File: src/rtl/i2c_snap_pkg.sv
package i2c_snap_pkg;
  typedef enum logic [3:0] {
    ST_IDLE,
    ST_DEVADR,
    ST_DEVACK,
    ST_PTR,
    ST_PTRACK,
    ST_WDAT,
    ST_WDACK,
    ST_RDAT,
    ST_MACK
  } slv_state_t;
endpackage

File: src/rtl/rs_line_sync.sv
module rs_line_sync #(
  parameter int STAGES = 2
) (
  input  logic clk,
  input  logic rst,
  input  logic scl_in,
  input  logic sda_in,
  output logic scl_lvl,
  output logic sda_lvl,
  output logic scl_rise,
  output logic scl_fall,
  output logic start_ev,
  output logic stop_ev
);
  logic [STAGES-1:0] scl_pipe, sda_pipe;
  logic scl_q, sda_q;

  always_ff @(posedge clk) begin
    if (rst) begin
      scl_pipe <= '1;
      sda_pipe <= '1;
      scl_q    <= 1'b1;
      sda_q    <= 1'b1;
    end else begin
      scl_pipe <= {scl_pipe[STAGES-2:0], scl_in};
      sda_pipe <= {sda_pipe[STAGES-2:0], sda_in};
      scl_q    <= scl_pipe[STAGES-1];
      sda_q    <= sda_pipe[STAGES-1];
    end
  end

  assign scl_lvl  = scl_pipe[STAGES-1];
  assign sda_lvl  = sda_pipe[STAGES-1];
  assign scl_rise = scl_lvl & ~scl_q;
  assign scl_fall = ~scl_lvl & scl_q;
  // SDA edges with SCL high on both sides of the edge are bus conditions
  assign start_ev = scl_lvl & scl_q & sda_q & ~sda_lvl;
  assign stop_ev  = scl_lvl & scl_q & ~sda_q & sda_lvl;
endmodule

File: src/rtl/rs_low_timeout.sv
module rs_low_timeout #(
  parameter int LIMIT = 7_000_000
) (
  input  logic clk,
  input  logic rst,
  input  logic scl_lvl,
  output logic expired
);
  localparam int CW = $clog2(LIMIT + 1);
  logic [CW-1:0] low_cnt;

  always_ff @(posedge clk) begin
    if (rst || scl_lvl) low_cnt <= '0;
    else if (low_cnt != CW'(LIMIT)) low_cnt <= low_cnt + 1'b1;
  end

  assign expired = ~scl_lvl & (low_cnt == CW'(LIMIT - 1));
endmodule

File: src/rtl/rs_reg_bank.sv
module rs_reg_bank #(
  parameter int NUM_REGS = 17,
  parameter int NUM_TIME = 7,
  parameter int DW       = 8,
  parameter int AW       = 5,
  parameter logic [3:0] CHG_KEY = 4'b1010
) (
  input  logic                   clk,
  input  logic                   rst,
  input  logic                   snap,
  input  logic [NUM_TIME*DW-1:0] time_live,
  input  logic                   wr_en,
  input  logic [AW-1:0]          wr_addr,
  input  logic [DW-1:0]          wr_data,
  input  logic [AW-1:0]          rd_addr,
  output logic [DW-1:0]          rd_data,
  output logic                   trickle_en
);
  localparam int NUM_CFG = NUM_REGS - NUM_TIME;
  localparam int CFW     = $clog2(NUM_CFG);
  localparam int TW      = $clog2(NUM_TIME);

  logic [DW-1:0] shadow [NUM_TIME];
  logic [DW-1:0] cfg    [NUM_CFG];
  logic [AW-1:0] cfg_wi, cfg_ri;

  assign cfg_wi = wr_addr - AW'(NUM_TIME);
  assign cfg_ri = rd_addr - AW'(NUM_TIME);

  for (genvar i = 0; i < NUM_TIME; i++) begin : g_shadow
    always_ff @(posedge clk) begin
      if (rst) shadow[i] <= '0;
      else if (snap) shadow[i] <= time_live[i*DW +: DW];
    end
  end

  for (genvar j = 0; j < NUM_CFG; j++) begin : g_cfg
    always_ff @(posedge clk) begin
      if (rst) cfg[j] <= '0;
      else if (wr_en && wr_addr >= AW'(NUM_TIME) && cfg_wi[CFW-1:0] == CFW'(j))
        cfg[j] <= wr_data;
    end
  end

  always_ff @(posedge clk) begin
    if (rst) trickle_en <= 1'b0;
    else if (wr_en && wr_addr == AW'(NUM_REGS - 1))
      trickle_en <= (wr_data[DW-1:DW-4] == CHG_KEY);
  end

  always_comb begin
    if (rd_addr < AW'(NUM_TIME))      rd_data = shadow[rd_addr[TW-1:0]];
    else if (rd_addr < AW'(NUM_REGS)) rd_data = cfg[cfg_ri[CFW-1:0]];
    else                              rd_data = '0;
  end
endmodule

File: src/rtl/i2c_snap_regslave.sv
module i2c_snap_regslave
  import i2c_snap_pkg::*;
#(
  parameter logic [6:0] DEV_ADDR    = 7'b1101000,
  parameter int         NUM_REGS    = 17,
  parameter int         NUM_TIME    = 7,
  parameter int         DW          = 8,
  parameter int         AW          = 5,
  parameter int         SYNC_STAGES = 2,
  parameter int         TIMEOUT_CYC = 7_000_000
) (
  input  logic                   clk,
  input  logic                   rst,
  input  logic                   scl_i,
  input  logic                   sda_i,
  output logic                   sda_oe,
  input  logic [NUM_TIME*DW-1:0] time_live,
  output logic                   wr_en,
  output logic [AW-1:0]          wr_addr,
  output logic [DW-1:0]          wr_data,
  output logic                   trickle_en
);
  localparam logic [AW-1:0] LAST = AW'(NUM_REGS - 1);
  localparam int BCW = $clog2(DW + 1);

  logic scl_lvl, sda_lvl, scl_rise, scl_fall, start_ev, stop_ev, tmo;
  slv_state_t    state;
  logic [BCW-1:0] bcnt;
  logic [DW-1:0] sh, tx, rd_byte;
  logic [AW-1:0] ptr, ptr_next;
  logic          rw, nak, bus_ev, inc_ev, wrap_ev, snap;

  rs_line_sync #(.STAGES(SYNC_STAGES)) u_sync (
    .clk(clk), .rst(rst), .scl_in(scl_i), .sda_in(sda_i),
    .scl_lvl(scl_lvl), .sda_lvl(sda_lvl), .scl_rise(scl_rise),
    .scl_fall(scl_fall), .start_ev(start_ev), .stop_ev(stop_ev)
  );

  rs_low_timeout #(.LIMIT(TIMEOUT_CYC)) u_tmo (
    .clk(clk), .rst(rst), .scl_lvl(scl_lvl), .expired(tmo)
  );

  // pointer advance points: ack clock of a written byte, end of a sent byte
  assign bus_ev   = tmo | start_ev | stop_ev;
  assign inc_ev   = ~bus_ev & (((state == ST_WDACK) & scl_rise) |
                    ((state == ST_RDAT) & scl_fall & (bcnt == BCW'(DW))));
  assign ptr_next = (ptr == LAST) ? '0 : ptr + 1'b1;
  assign wrap_ev  = inc_ev & (ptr == LAST);
  assign snap     = start_ev | stop_ev | wrap_ev;

  rs_reg_bank #(.NUM_REGS(NUM_REGS), .NUM_TIME(NUM_TIME), .DW(DW), .AW(AW)) u_bank (
    .clk(clk), .rst(rst), .snap(snap), .time_live(time_live),
    .wr_en(wr_en), .wr_addr(wr_addr), .wr_data(wr_data),
    .rd_addr(ptr), .rd_data(rd_byte), .trickle_en(trickle_en)
  );

  always_ff @(posedge clk) begin
    if (rst) begin
      state   <= ST_IDLE;
      bcnt    <= '0;
      sh      <= '0;
      tx      <= '0;
      rw      <= 1'b0;
      nak     <= 1'b0;
      ptr     <= '0;
      sda_oe  <= 1'b0;
      wr_en   <= 1'b0;
      wr_addr <= '0;
      wr_data <= '0;
    end else begin
      wr_en <= 1'b0;
      if (inc_ev) ptr <= ptr_next;
      if (tmo || stop_ev) begin
        state  <= ST_IDLE;
        sda_oe <= 1'b0;
      end else if (start_ev) begin
        state  <= ST_DEVADR;
        bcnt   <= '0;
        sda_oe <= 1'b0;
      end else begin
        unique case (state)
          ST_DEVADR, ST_PTR, ST_WDAT: begin
            if (scl_rise) begin
              sh   <= {sh[DW-2:0], sda_lvl};
              bcnt <= bcnt + 1'b1;
            end else if (scl_fall && bcnt == BCW'(DW)) begin
              bcnt <= '0;
              if (state == ST_DEVADR) begin
                if (sh[DW-1:1] == DEV_ADDR) begin
                  rw     <= sh[0];
                  sda_oe <= 1'b1;
                  state  <= ST_DEVACK;
                end else begin
                  state <= ST_IDLE;
                end
              end else if (state == ST_PTR) begin
                ptr    <= (sh < DW'(NUM_REGS)) ? sh[AW-1:0] : '0;
                sda_oe <= 1'b1;
                state  <= ST_PTRACK;
              end else begin
                sda_oe <= 1'b1;
                state  <= ST_WDACK;
              end
            end
          end
          ST_DEVACK: if (scl_fall) begin
            bcnt <= '0;
            if (rw) begin
              tx     <= rd_byte;
              sda_oe <= ~rd_byte[DW-1];
              state  <= ST_RDAT;
            end else begin
              sda_oe <= 1'b0;
              state  <= ST_PTR;
            end
          end
          ST_PTRACK: if (scl_fall) begin
            sda_oe <= 1'b0;
            state  <= ST_WDAT;
          end
          ST_WDACK: begin
            if (scl_rise) begin
              wr_en   <= 1'b1;
              wr_addr <= ptr;
              wr_data <= sh;
            end else if (scl_fall) begin
              sda_oe <= 1'b0;
              state  <= ST_WDAT;
            end
          end
          ST_RDAT: begin
            if (scl_rise) begin
              bcnt <= bcnt + 1'b1;
            end else if (scl_fall) begin
              if (bcnt == BCW'(DW)) begin
                sda_oe <= 1'b0;
                state  <= ST_MACK;
              end else begin
                tx     <= {tx[DW-2:0], 1'b0};
                sda_oe <= ~tx[DW-2];
              end
            end
          end
          ST_MACK: begin
            if (scl_rise) begin
              nak <= sda_lvl;
            end else if (scl_fall) begin
              bcnt <= '0;
              if (nak) begin
                state <= ST_IDLE;
              end else begin
                tx     <= rd_byte;
                sda_oe <= ~rd_byte[DW-1];
                state  <= ST_RDAT;
              end
            end
          end
          default: ;
        endcase
      end
    end
  end
endmodule

File: config.mk
export PLATFORM = sky130hd
export DESIGN_NAME = i2c_snap_regslave
export DESIGN_NICKNAME = d
export VERILOG_FILES = /design/src/rtl/i2c_snap_pkg.sv /design/src/rtl/rs_line_sync.sv /design/src/rtl/rs_low_timeout.sv /design/src/rtl/rs_reg_bank.sv /design/src/rtl/i2c_snap_regslave.sv
export SDC_FILE = /design/constraint.sdc
export NUM_CORES = 1
export LEC_CHECK = 0
export BUFFER_PORTS_ARGS = -buffer_cell sky130_fd_sc_hd__buf_2
export CAP_MARGIN = 10
export CORE_MARGIN = 3
export CORE_UTILIZATION = 30
export DETAILED_ROUTE_END_ITERATION = 6
export PLACE_DENSITY = 0.54
export SLEW_MARGIN = 20
export SYNTH_ARGS = -nofsm -noshare
export SYNTH_HDL_FRONTEND = slang
export SYNTH_HIERARCHICAL = 1
export SYNTH_SLANG_ARGS = --single-unit
File: constraint.sdc
create_clock -name clk -period 4.2 [get_ports clk]
set_clock_uncertainty 0.05 [all_clocks]
set_input_delay 0.21 -clock clk [delete_from_list [all_inputs] [get_ports clk]]
set_output_delay 0.21 -clock clk [all_outputs]
set_load 0.03 [all_outputs]
* Word level (Yosys, flattened, before mapping)
Memories as Yosys holds them, arrays and structs flattened. A register that Yosys moved wholly into a read port is not among the register bits.
Index checks and enable logic that the tools add are counted.
** Word-level totals
- Flip-flop bits (word level) :: 75
- Bits in latches :: 0
- Memory bits (writable) :: 136
- Bits in read-only memories :: 0
- Word-level logic and storage cells :: 270
- Memories :: 2
** Memory list
- u_bank.cfg :: words 10, bits a word 8, read ports 1, clocked after memory_dff 0, write ports 10, RTL line rs_reg_bank.sv:24 : logic [DW-1:0] cfg [NUM_CFG];
- u_bank.shadow :: words 7, bits a word 8, read ports 1, clocked after memory_dff 1, write ports 7, RTL line rs_reg_bank.sv:23 : logic [DW-1:0] shadow [NUM_TIME];
** Cells by class
- $add $sub $neg :: 5
- Multiply operators :: 0
- Divide/modulo/power cells :: 0
- Order comparisons :: 4
- Equal/unequal tests :: 48
- Shifts and indexed selects :: 0
- Mux-type cells :: 114
- Bitwise gates (word level) :: 46
- Reduce and logical (&&, ||, !) cells :: 33
** Operators with widths (number)
- $mux 8 :: 19
- $mux 4 :: 17
- $mux 7 :: 8
- $mux 1 :: 51
- $mux 5 :: 10
- $eq 4x3->1 const B :: 8
- $ne 3x3->1 const B :: 10
- $pmux 4 s6 :: 1
- $add 23x1->23 const B :: 1
- $eq 23x23->1 const B :: 1
- $ne 23x23->1 const B :: 1
- $ne 2x2->1 const B :: 11
- $or 1x1->1 :: 22
- $reduce_and 11->1 :: 2
- $pmux 7 s3 :: 1
- $eq 4x4->1 const B :: 5
- $reduce_and 10->1 :: 2
- $eq 4x2->1 const B :: 4
- $pmux 4 s4 :: 1
- $and 1x1->1 :: 13
- $logic_and 1x1->1 :: 13
- $reduce_and 4->1 :: 3
- $not 1->1 :: 11
- $eq 5x5->1 const B :: 2
- 26 further kinds :: 33

* Depth between registers and ports, before layout
- Word-level depth :: 16
- Depth in mapped cells :: 13
- Depth with buffers taken out :: 9

* By module
Netlist, hierarchy kept.
** By module, submodules not included
- rs_reg_bank :: instances 1, cells an instance 434, area an instance 6434.9 um^2, sequential area each 4103.9 um^2
- i2c_snap_regslave :: instances 1, cells an instance 307, area an instance 2575.0 um^2, sequential area each 900.9 um^2
- rs_low_timeout :: instances 1, cells an instance 138, area an instance 1177.4 um^2, sequential area each 460.4 um^2
- rs_line_sync :: instances 1, cells an instance 16, area an instance 190.2 um^2, sequential area each 120.1 um^2

* Least setup slack after synthesis
Ideal clock, no wire load.
- Path type :: flip-flop to flip-flop
- From :: register u_tmo.low_cnt[16]
- To :: memory u_bank.shadow[0][0], enable pin
- Setup time :: 0.391 ns
- Arrival time :: 2.936 ns
- Data required time :: 3.759 ns
- Path slack :: 0.823 ns
- Stages on the path, launching flop included :: 10
- Buffers on the path :: 1
- Period minus slack after synthesis :: 3.377 ns
- Cells stage by stage :: dfxtp_1 > nor4b_1 > nand4_1 > nor4_1 > or3_1 > clkbuf_1 > or3_4 > nor2_4 > a211o_1 > or2_2
** RTL lines
- start, declared :: RTL line rs_low_timeout.sv:10 : logic [CW-1:0] low_cnt;
- start signal, assigned :: RTL line rs_low_timeout.sv:14 : else if (low_cnt != CW'(LIMIT)) low_cnt <= low_cnt + 1'b1;
- end, declared :: RTL line rs_reg_bank.sv:23

==> results.json <==
{
  "ant_nets": 0,
  "final.period_utilization": 0.814,
  "rsz0062_at_grt": "false",
  "dieHeight_um": 192,
  "ctsResizeCount": 0,
  "path_clk_slew_ns": 0.06,
  "setup_viol": 0,
  "grt_pass1_vias": 7213,
  "status": "complete, no violations",
  "worst_pin_slew_ns": 0.923,
  "synth_cell_types": 79,
  "antenna_cells": 0,
  "cts-htree-levels": 1,
  "power.switching_mw": 1.12,
  "path_class": "flip-flop to flip-flop",
  "cts_hold_buf": 58,
  "grt_usage": 0.138,
  "area_delta_synth_final_pct": 21.0,
  "antenna_found_initial": 1,
  "ys_seq_elements": 211,
  "portBuffers": 75,
  "cp-end-kind": "flip-flop",
  "vias": 7207,
  "syn_area_um2": 10400,
  "cp.arrival_ns": 3.60,
  "fmax_mhz": 293,
  "drv_slew": 0,
  "synth_async_sr_flop_share": 0,
  "max_cap_viol_count": 0,
  "ios": 76,
  "syn_area_per_cell_um2": 11.6,
  "cp.required_ns": 4.38,
  "synthCells": 895,
  "maxSlewHeadroom": 0.385,
  "die_w_um": 192,
  "combPwrFrac": 0.096,
  "start_util": 0.307,
  "vias_per_cell": 4.81,
  "clock_path_buffers": 3,
  "wire_per_inst_um": 17.2,
  "cts_root_buffer": "clkbuf_16",
  "min_period_ns": 3.42,
  "p_clk_frac": 0.403,
  "synth_area_leaders": "edfxtp_1, dfxtp_1, and2_1",
  "drc": 0,
  "coreArea_um2": 33800,
  "cts_buffers": 24,
  "dr.pass1.iters": 4,
  "hold_class": "input pin to flip-flop",
  "synth_edf_count": 136,
  "total_power_mw": 4.70,
  "p_seq_frac": 0.501,
  "ys_seq_area_frac": 0.538,
  "die_area_um2": 36900,
  "drtIter0Drc": 516,
  "gp_congestion": 0.770,
  "swShare": 0.238,
  "rows": 67,
  "p_int_mw": 3.58,
  "p_leak_nw": 4.64,
  "postCtsSetupRepairBufs": 0,
  "post-synth-top-area-cell": "edfxtp_1",
  "grt_max_degree": 57,
  "yosysWarningCount": 6,
  "drive_gt1_frac": 0.171,
  "hold_viol": 0,
  "grt_first_pass_wirelength_mm": 40.1,
  "start_kind": "flip-flop",
  "grt.overflow.total": 0,
  "synth_fp_nets": 962,
  "vdd_drop_max_mv": 0.249,
  "cp_max_fo": 23,
  "tns_ns": 0,
  "clock_sinks": 211,
  "power.density_nw_per_um2": 374,
  "synth_top_area_share": 0.394,
  "fin_nets": 1098,
  "clock_latency_ns": 0.53,
  "routed_wl_mm": 25.7,
  "tritoncts": "built",
  "dp_hpwl_mm": 17.1,
  "synth_ff_type": "edfxtp_1"
}
-- power by group through the flow --
stage	sequential [mW]	clock (mW)	combinational [mW]
detailed placement	2.40	0	0.407
CTS	2.35	1.96	0.452
global route	2.37	2.04	0.499
global placement	2.39	0	0.409
finish	2.35	1.90	0.451
floorplan	2.36	0	0.321
-- placed cells by master (no fill, tap or decap), types with 4 or more instances in the layout --
cell,n
nor3b_1,4
nand2b_1,10
edfxtp_1,136
inv_1,12
nand3_1,24
buf_4,26
nor3_1,13
dlygate4sd3_1,58
a211oi_1,6
nand4_1,9
a31oi_1,5
xor2_1,8
o21ai_0,32
clkbuf_16,24
buf_2,75
dfxtp_1,74
nand2_1,36
a2bb2oi_1,8
mux2_2,8
clkbuf_1,10
and4_1,5
a21oi_1,27
xnor2_1,4
and2_1,141
a32oi_1,9
o31ai_1,7
nor2b_1,8
or2_1,6
mux4_2,16
nor2_1,58
nand4b_1,4
ha_1,7
clkinv_1,5
or4_1,7
a22oi_1,10
nor4_1,7
mux2i_1,69
or3_1,13
-- logic make-up after synthesis --
| logic type | count (synthesis) | synth area share |
|---|---|---|
| simple gates | 376 | 0.213 |
| flops | 211 | 0.538 |
| compound gates | 133 | 0.0884 |
| mux | 93 | 0.110 |
| buf+inv | 62 | 0.0300 |
| xor+xnor | 13 | 0.0117 |
| fa+ha+maj | 7 | 0.00844 |
-- stage by stage --
step	area [um^2]	hold WS, ns	std cells	utilization	worst slack, ns
global placement	11300	0.348	1395	0.334	0.698
finish	12600	0.162	1497	0.372	0.783
CTS	12600	0.152	1497	0.372	0.724
floorplan	10400	0.232	895	-	0.823
detailed placement	11300	0.351	1395	0.334	0.711
global route	12600	0.215	1497	0.372	0.480
-- layout make-up --
type	count	area [um^2]
multi-input cells	622	4480
clock buffers	35	652
clock inverters	9	56.3
repair buffers	160	1170
flip-flops and latches	211	5590
inverters	12	45.0
fillers	3271	21200
well taps	448	561
-- path summary, 6_finish.rpt --
check	startpoint	to	slack, ns	cells after the start
worst max-delay path	u_tmo/low_cnt[4]	u_bank/shadow[4][7]	0.78	10
worst min-delay path	rst	wr_addr[2]	0.16	2
worst max register to register	u_tmo/low_cnt[4]	u_bank/shadow[4][7]	0.78	10
worst min register to register	u_sync/scl_pipe[0]	u_sync/scl_pipe[1]	0.37	1
-- worst max-delay path: stages, from the launching register on --
cell	delay [ns]
dfxtp_1	0.35
and4_1	0.33
nand2_1	0.15
nor4_1	0.06
buf_4	0.15
or3_1	0.48
or3_4	0.41
nor2_4	0.18
a211o_1	0.16
or2_2	0.50
buf_4	0.30
-- registers in the layout, summed over array words and instances, names as in the netlist --
signal,cells
u_bank/cfg,80
wr_en,1
sda_oe,1
nak,1
bcnt,4
wr_addr,5
rw,1
sh,8
u_bank/trickle_en,1
u_tmo/low_cnt,23
state,4
tx,7
wr_data,8
u_sync/scl_pipe,2
u_sync/sda_pipe,2
ptr,5
u_sync/scl_q,1
u_sync/sda_q,1
u_bank/shadow,56
-- synthesized netlist by cell type, types with 8 or more instances --
master	count
o21ai_0	32
mux2i_1	69
or3_1	13
xor2_1	8
a22oi_1	10
nand2_1	36
dfxtp_1	75
clkbuf_1	29
mux4_2	16
and2_1	141
nand3_1	24
nand4_1	9
a21oi_1	27
nand2b_1	10
buf_6	8
nor3_1	13
buf_2	9
edfxtp_1	136
nor2b_1	9
nor2_1	58
a32oi_1	9
inv_1	12
mux2_2	8
a2bb2oi_1	8
-- per-layer routing --
| layer | track usage | wire, um | vias to the layer above |
|---|---|---|---|
| met1 | 0.202 | 12500 | 3485 |
| met3 | 0.0164 | 831 | 30 |
| met2 | 0.221 | 12000 | 107 |
| met5 | 0 | 0 | - |
| met4 | 0.0317 | 391 | 0 |
| li1 | - | - | 3585 |
Note: power is estimated with default switching activity, not from simulation.
